### src/rtl/bitmat8_unit.sv
module bitmat8_unit #(
  parameter int DIM = 8
) (
  input  logic [DIM*DIM-1:0] op_a,
  input  logic [DIM*DIM-1:0] op_b,
  input  logic [1:0]         op_sel,
  output logic [DIM*DIM-1:0] result
);
  localparam int W = DIM * DIM;

  logic [W-1:0] a_tr;
  logic [W-1:0] b_tr;
  logic [W-1:0] prod_x;
  logic [W-1:0] prod_o;

  for (genvar r = 0; r < DIM; r++) begin : g_row
    for (genvar c = 0; c < DIM; c++) begin : g_col
      logic [DIM-1:0] hit;
      assign a_tr[c*DIM + r] = op_a[r*DIM + c];
      assign b_tr[c*DIM + r] = op_b[r*DIM + c];
      assign hit             = op_a[r*DIM +: DIM] & b_tr[c*DIM +: DIM];
      assign prod_x[r*DIM + c] = ^hit;
      assign prod_o[r*DIM + c] = |hit;
    end
  end

  always_comb begin
    case (op_sel)
      2'd0:    result = a_tr;
      2'd1:    result = prod_x;
      2'd2:    result = prod_o;
      default: result = '0;
    endcase
  end
endmodule

### config.mk
export PLATFORM = sky130hd
export DESIGN_NAME = bitmat8_unit
export DESIGN_NICKNAME = d
export VERILOG_FILES = /design/src/rtl/bitmat8_unit.sv
export SDC_FILE = /design/constraint.sdc
export NUM_CORES = 1
export LEC_CHECK = 0
export ABC_AREA = 1
export BUFFER_PORTS_ARGS = -buffer_cell sky130_fd_sc_hd__buf_4
export CORE_MARGIN = 2
export CORE_UTILIZATION = 45
export DETAILED_ROUTE_END_ITERATION = 12
export PLACE_DENSITY_LB_ADDON = 0.1
export SLEW_MARGIN = 30
export SYNTH_ARGS = -nofsm -noshare
export SYNTH_HDL_FRONTEND = slang
export SYNTH_SLANG_ARGS = --single-unit
### constraint.sdc
create_clock -name vclk -period 1.2
set_input_delay 0 -clock vclk [all_inputs]
set_output_delay 0 -clock vclk [all_outputs]
set_load 0.02 [all_outputs]
==> results of run 1 <==
final timing paths:
check	end	cells after the start	slack (ps)	from
min	result[63]	6	500	op_a[63]
max	result[22]	10	40	op_b[14]
power by group through the flow:
stage | registers [mW] | logic (mW) | clock network [mW]
global placement | 0 | 6.97 | 0
CTS | 0 | 7.23 | 0
finish | 0 | 7.80 | 0
floorplan | 0 | 4.93 | 0
detailed placement | 0 | 7.20 | 0
global route | 0 | 8.69 | 0
through the flow:
step	hold slack (ps)	TNS, ps	cells	instance area [um2]
6_report	501	0	3054	15000
3_5_place_dp	549	-52.2	3052	13800
3_3_place_gp	546	-20.2	3052	13800
4_1_cts	552	0	3052	13900
2_1_floorplan	234	0	2647	12400
5_1_grt	541	-61.0	3054	15000
layout by cell type (no fill, tap or decap):
cell type  Yosys  routed
buf_8          0      25
nor2_2        10      11
or2_4          0       1
nand2_1     1600    1593
nand2_4        0       1
inv_2          0       1
ha_1         256     215
ha_4           0      41
buf_4          0      81
nor2_1       246     245
clkbuf_16      0       2
inv_1        321     320
buf_6          7      98
nand2_2        1       7
nand3_1       64      64
nor2_4         1       1
buf_12         0       7
per-layer routing:
metal | part of all wire (%) | up-vias | wire length, um
li1 | - | 7948 | -
met1 | 38 | 7168 | 21000
met2 | 44 | 874 | 24400
met3 | 10 | 263 | 5790
met4 | 8.4 | 0 | 4720
met5 | 0 | - | 0
cell type report:
cell class                 count  area, um2
timing repair buffer         213       2280
fill                        2823      12000
multi-input combinational   2179      11100
tap                          341        427
inverter                     321       1200
timing repair:
action / in CTS / in global routing
pin swaps: 0 / 6
cloned: 0 / 2
resized for setup: 9 / 191
setup endpoints to repair: 7 / 64
cells by family after synthesis:
family,synth area share (%)
fa+ha+maj,25.9
simple gates,59.4
buf+inv,14.7
critical path, stage by stage:
cell     delay, ps
buf_6          160
nand2_1         70
ha_1           330
inv_1           80
nand2_1         50
nand2_1         50
nand2_1         50
nand3_1         80
nand2_1        100
buf_4          170
==> summary.txt, run 1 <==
status - completed
sw frac - 61.4%
P_leak - 9.19 nW
busiest grt layer - met2
Seq cells - 0
routed wire length - 55900 um
Synth Instances - 2647
# port buffers - 194
DR WL/cell - 18.3 um
Layout area overhead - 21.3%
post-layout min period - 1160 ps
Worst slew margin - 81.8%
DR DRC count - 0
WS Path Type - in -> out
CLK BUF - 0
met2 usage - 61.4%
# IOs - 194
hold_buf cts - 0
synth warn - 0
Site Rows - 60
Synth area leaders - nand2_1, ha_1, inv_1
First-pass DRT Iterations - 5
Synthesized Nets - 3033
initial core utilization - 45.8%
Total Power - 7.80 mW
Least-Margin Pin Slew - 273 ps
via count - 16300
first-pass GRT wire length - 80000 um
Die X - 170 um
Max Cap Violations - 0
Hold Vio Cnt, Final - 0
NumNets Final - 3101
Seq/Total Area, Yosys - 0%
Hold Path Class - in -> out
crit path DAT - 1160 ps
RSZ-0062 raised after global routing - yes
Antenna Nets Post-Route - 0
total gr overflow - 0
core area - 0.0270 mm2
most frequent cell after synthesis - nand2_1
Logic pwr share - 100.0%
startpoint types - primary input
Avg Vias per Cell - 5.32
DP Wirelength - 38900 um
VDD IR max - 249 uV
pre-CTS setup slack - -25.9 ps
GPL Wtd Cong - 0.955
area leader, netlist - nand2_1
Yosys cell types - 13
layout cells sized above 1 - 10.2%
vias in the first global route - 14400
Req. time, crit path - 1200 ps
antenna violations before repair - 0
NetSw - 4.79 mW
storage element area - 0 um2
# diodes - 0
Worst Setup End Kind - output port
met1 usage - 44.3%
sequential share of power - 0%
P per Cell Area - 520 mW/mm2
Synth top cells by count - nand2_1, inv_1, ha_1
Synth Area per Inst - 4.67 um2
GRT Total Usage - 36.8%
Clock power frac - 0%
Post CTS Setup Buffer Count - 0
CP Max Fanout - 8
Slew Limit Fails - 0
Die H - 170 um
DRT iter0 DRCs - 1406
min setup slack post-route - 36.8 ps
die area - 0.0288 mm2
Syn Std Cell Area - 0.0124 mm2
fin util - 55.6%
Final Setup Violations - 0
Internal - 3.01 mW
fmax - 0.860 GHz
met3 Usage GRT - 4.34%
period utilization - 96.9%
largest net degree at the start of global routing - 40
share of the synthesized area in the top cell type - 48.6%
Note: power is estimated with default switching activity, not from simulation.
==> run 2: changes to the inputs <==
==> constraint.sdc (replaced) <==
create_clock -name vclk -period 1.2
set_input_delay 0.12 -clock vclk [all_inputs]
set_output_delay 0.12 -clock vclk [all_outputs]
set_load 0.02 [all_outputs]
==> run 2 against run 1 <==
Compared with the run above:
- highest routed layer unchanged
- final cell count rose by 2.0%
- utilization rose by 25 points
- worst setup slack got worse by 260 ps
- global-route usage up 3.6 points
- largest cell class unchanged
- die area did not move
- the run now ends with setup timing left
- count of clock-buffer cells in the layout unchanged
==> summary.txt, run 2 (same netlist as run 1, synthesis figures left out) <==
status - finished with violations
failing checks - setup timing
CP Max Fanout - 8
Worst path max stage delay - 280 ps
Worst Setup End Kind - output port
DRT iter0 DRCs - 2175
fmax - 0.704 GHz
Slew Limit Fails - 0
Die X - 170 um
storage element area - 0 um2
DP Wirelength - 39200 um
antenna violations before repair - 1
Final Setup Violations - 64
Site Rows - 60
vias in the first global route - 16100
final instance area - 0.0218 mm2
# diodes - 0
Hold Vio Cnt, Final - 0
delay-heaviest family, CP - simple AND/OR/NAND/NOR gates
Die H - 170 um
Avg Vias per Cell - 5.94
Internal - 4.94 mW
pre-CTS setup slack - -244 ps
Filler cells - 1675
Final TNS setup - -7530 ps
Slowest-stage cell, CP - ha_4
total gr overflow - 0
CLK BUF - 0
Least-Margin Pin Slew - 249 ps
Req. time, crit path - 1080 ps
Seq cells - 0
NumNets Final - 3162
DR DRC count - 0
VDD IR max - 305 uV
NetSw - 6.35 mW
Post-Layout Cell Count - 3115
WS Path Type - in -> out
RSZ-0062 raised after global routing - yes
layout cells sized above 1 - 38.8%
period utilization - 118%
post-layout min period - 1420 ps
worst path bufs/invs - 3
Worst path most repeated cell - nand2_1
dpl cells - 3083
core area - 0.0270 mm2
Clock power frac - 0%
P per Cell Area - 518 mW/mm2
Hold Path Class - in -> out
sequential share of power - 0%
Antenna Nets Post-Route - 0
First-pass DRT Iterations - 9
startpoint types - primary input
first-pass GRT wire length - 88500 um
Layout area overhead - 76.5%
# IOs - 194
Logic pwr share - 100.0%
Max Cap Violations - 0
sw frac - 56.2%
# port buffers - 194
Worst slew margin - 83.4%
crit-path cells - buf_12, nand2_2, ha_4, inv_1, nand2_1, nand2_1, nand2_1, nand3_1, nand2_2, buf_6
DR WL/cell - 22.6 um
most frequent cells in the layout - nand2_1, nand2_2, inv_1, ha_4, nor2_1
min setup slack post-route - -221 ps
initial core utilization - 45.8%
Area after DPL - 0.0143 mm2
largest net degree at the start of global routing - 18
WHS - 722 ps
commonest non-fill, non-tap cell in the layout - nand2_1
GPL Wtd Cong - 0.945
crit path DAT - 1300 ps
GRT Total Usage - 40.4%
die area - 0.0288 mm2
P_leak - 10.9 nW
routed wire length - 70200 um
via count - 18500
-- run 2: cell count changes in the layout (fill, tap and decap cells not counted), moves of 46 or more --
cell | previous run | this run
ha_1 | 215 | 8
nand2_4 | 1 | 85
nand3_1 | 64 | 18
ha_4 | 41 | 248
nand2_2 | 7 | 334
nand2_1 | 1593 | 1181
buf_12 | 7 | 93
-- run 2: power groups by stage --
stage	Sequential [mW]	Clock [mW]	Combinational, mW
floorplan	0	0	5.11
global placement	0	0	7.16
global route	0	0	12.1
finish	0	0	11.3
detailed placement	0	0	7.39
CTS	0	0	9.01
-- run 2: final cells by class --
class | instances | area, um2 | area share [%]
Inverter | 321 | 1210 | 5.55
Multi-Input combinational cell | 2179 | 15600 | 71.5
Tap cell | 341 | 427 | 1.96
Timing Repair Buffer | 274 | 4580 | 21.0
-- run 2: worst min-delay path: stages --
cell and delay [ps]:
clkbuf_16 120, inv_1 40, nor2_1 90, nor2_1 60
nand2_2 60, buf_6 110
-- run 2: worst paths after layout --
kind / slack (ps) / cells after the start / end / startpoint
worst max-delay path: -220 / 10 / result[42] / op_b[42]
worst min-delay path: 720 / 6 / result[45] / op_a[45]
-- run 2: routing by layer --
| metal | vias up | GRT usage [%] | share of wire, % | wire [um] |
|---|---|---|---|---|
| li1 | 8110 | - | - | - |
| met1 | 8344 | 48.0 | 33 | 23500 |
| met2 | 1442 | 65.6 | 41 | 29000 |
| met3 | 602 | 5.95 | 14 | 9900 |
| met4 | 0 | 30.5 | 11 | 7820 |
| met5 | - | 0 | 0 | 0 |
-- run 2: repair_timing --
action | 4_1_cts | 5_1_grt
hold buffers | 0 | 0
gates cloned | 5 | 12
resized for setup | 712 | 612
setup endpoints to repair | 64 | 64
setup buffers | 4 | 11
pin swaps | 225 | 110
-- run 2: stage by stage --
step | total power, mW | utilization [%]
finish | 11.3 | 80.9
global route | 12.1 | 80.9
CTS | 9.01 | 67.2
detailed placement | 7.39 | 52.9
global placement | 7.16 | 52.9
floorplan | 5.11 | -
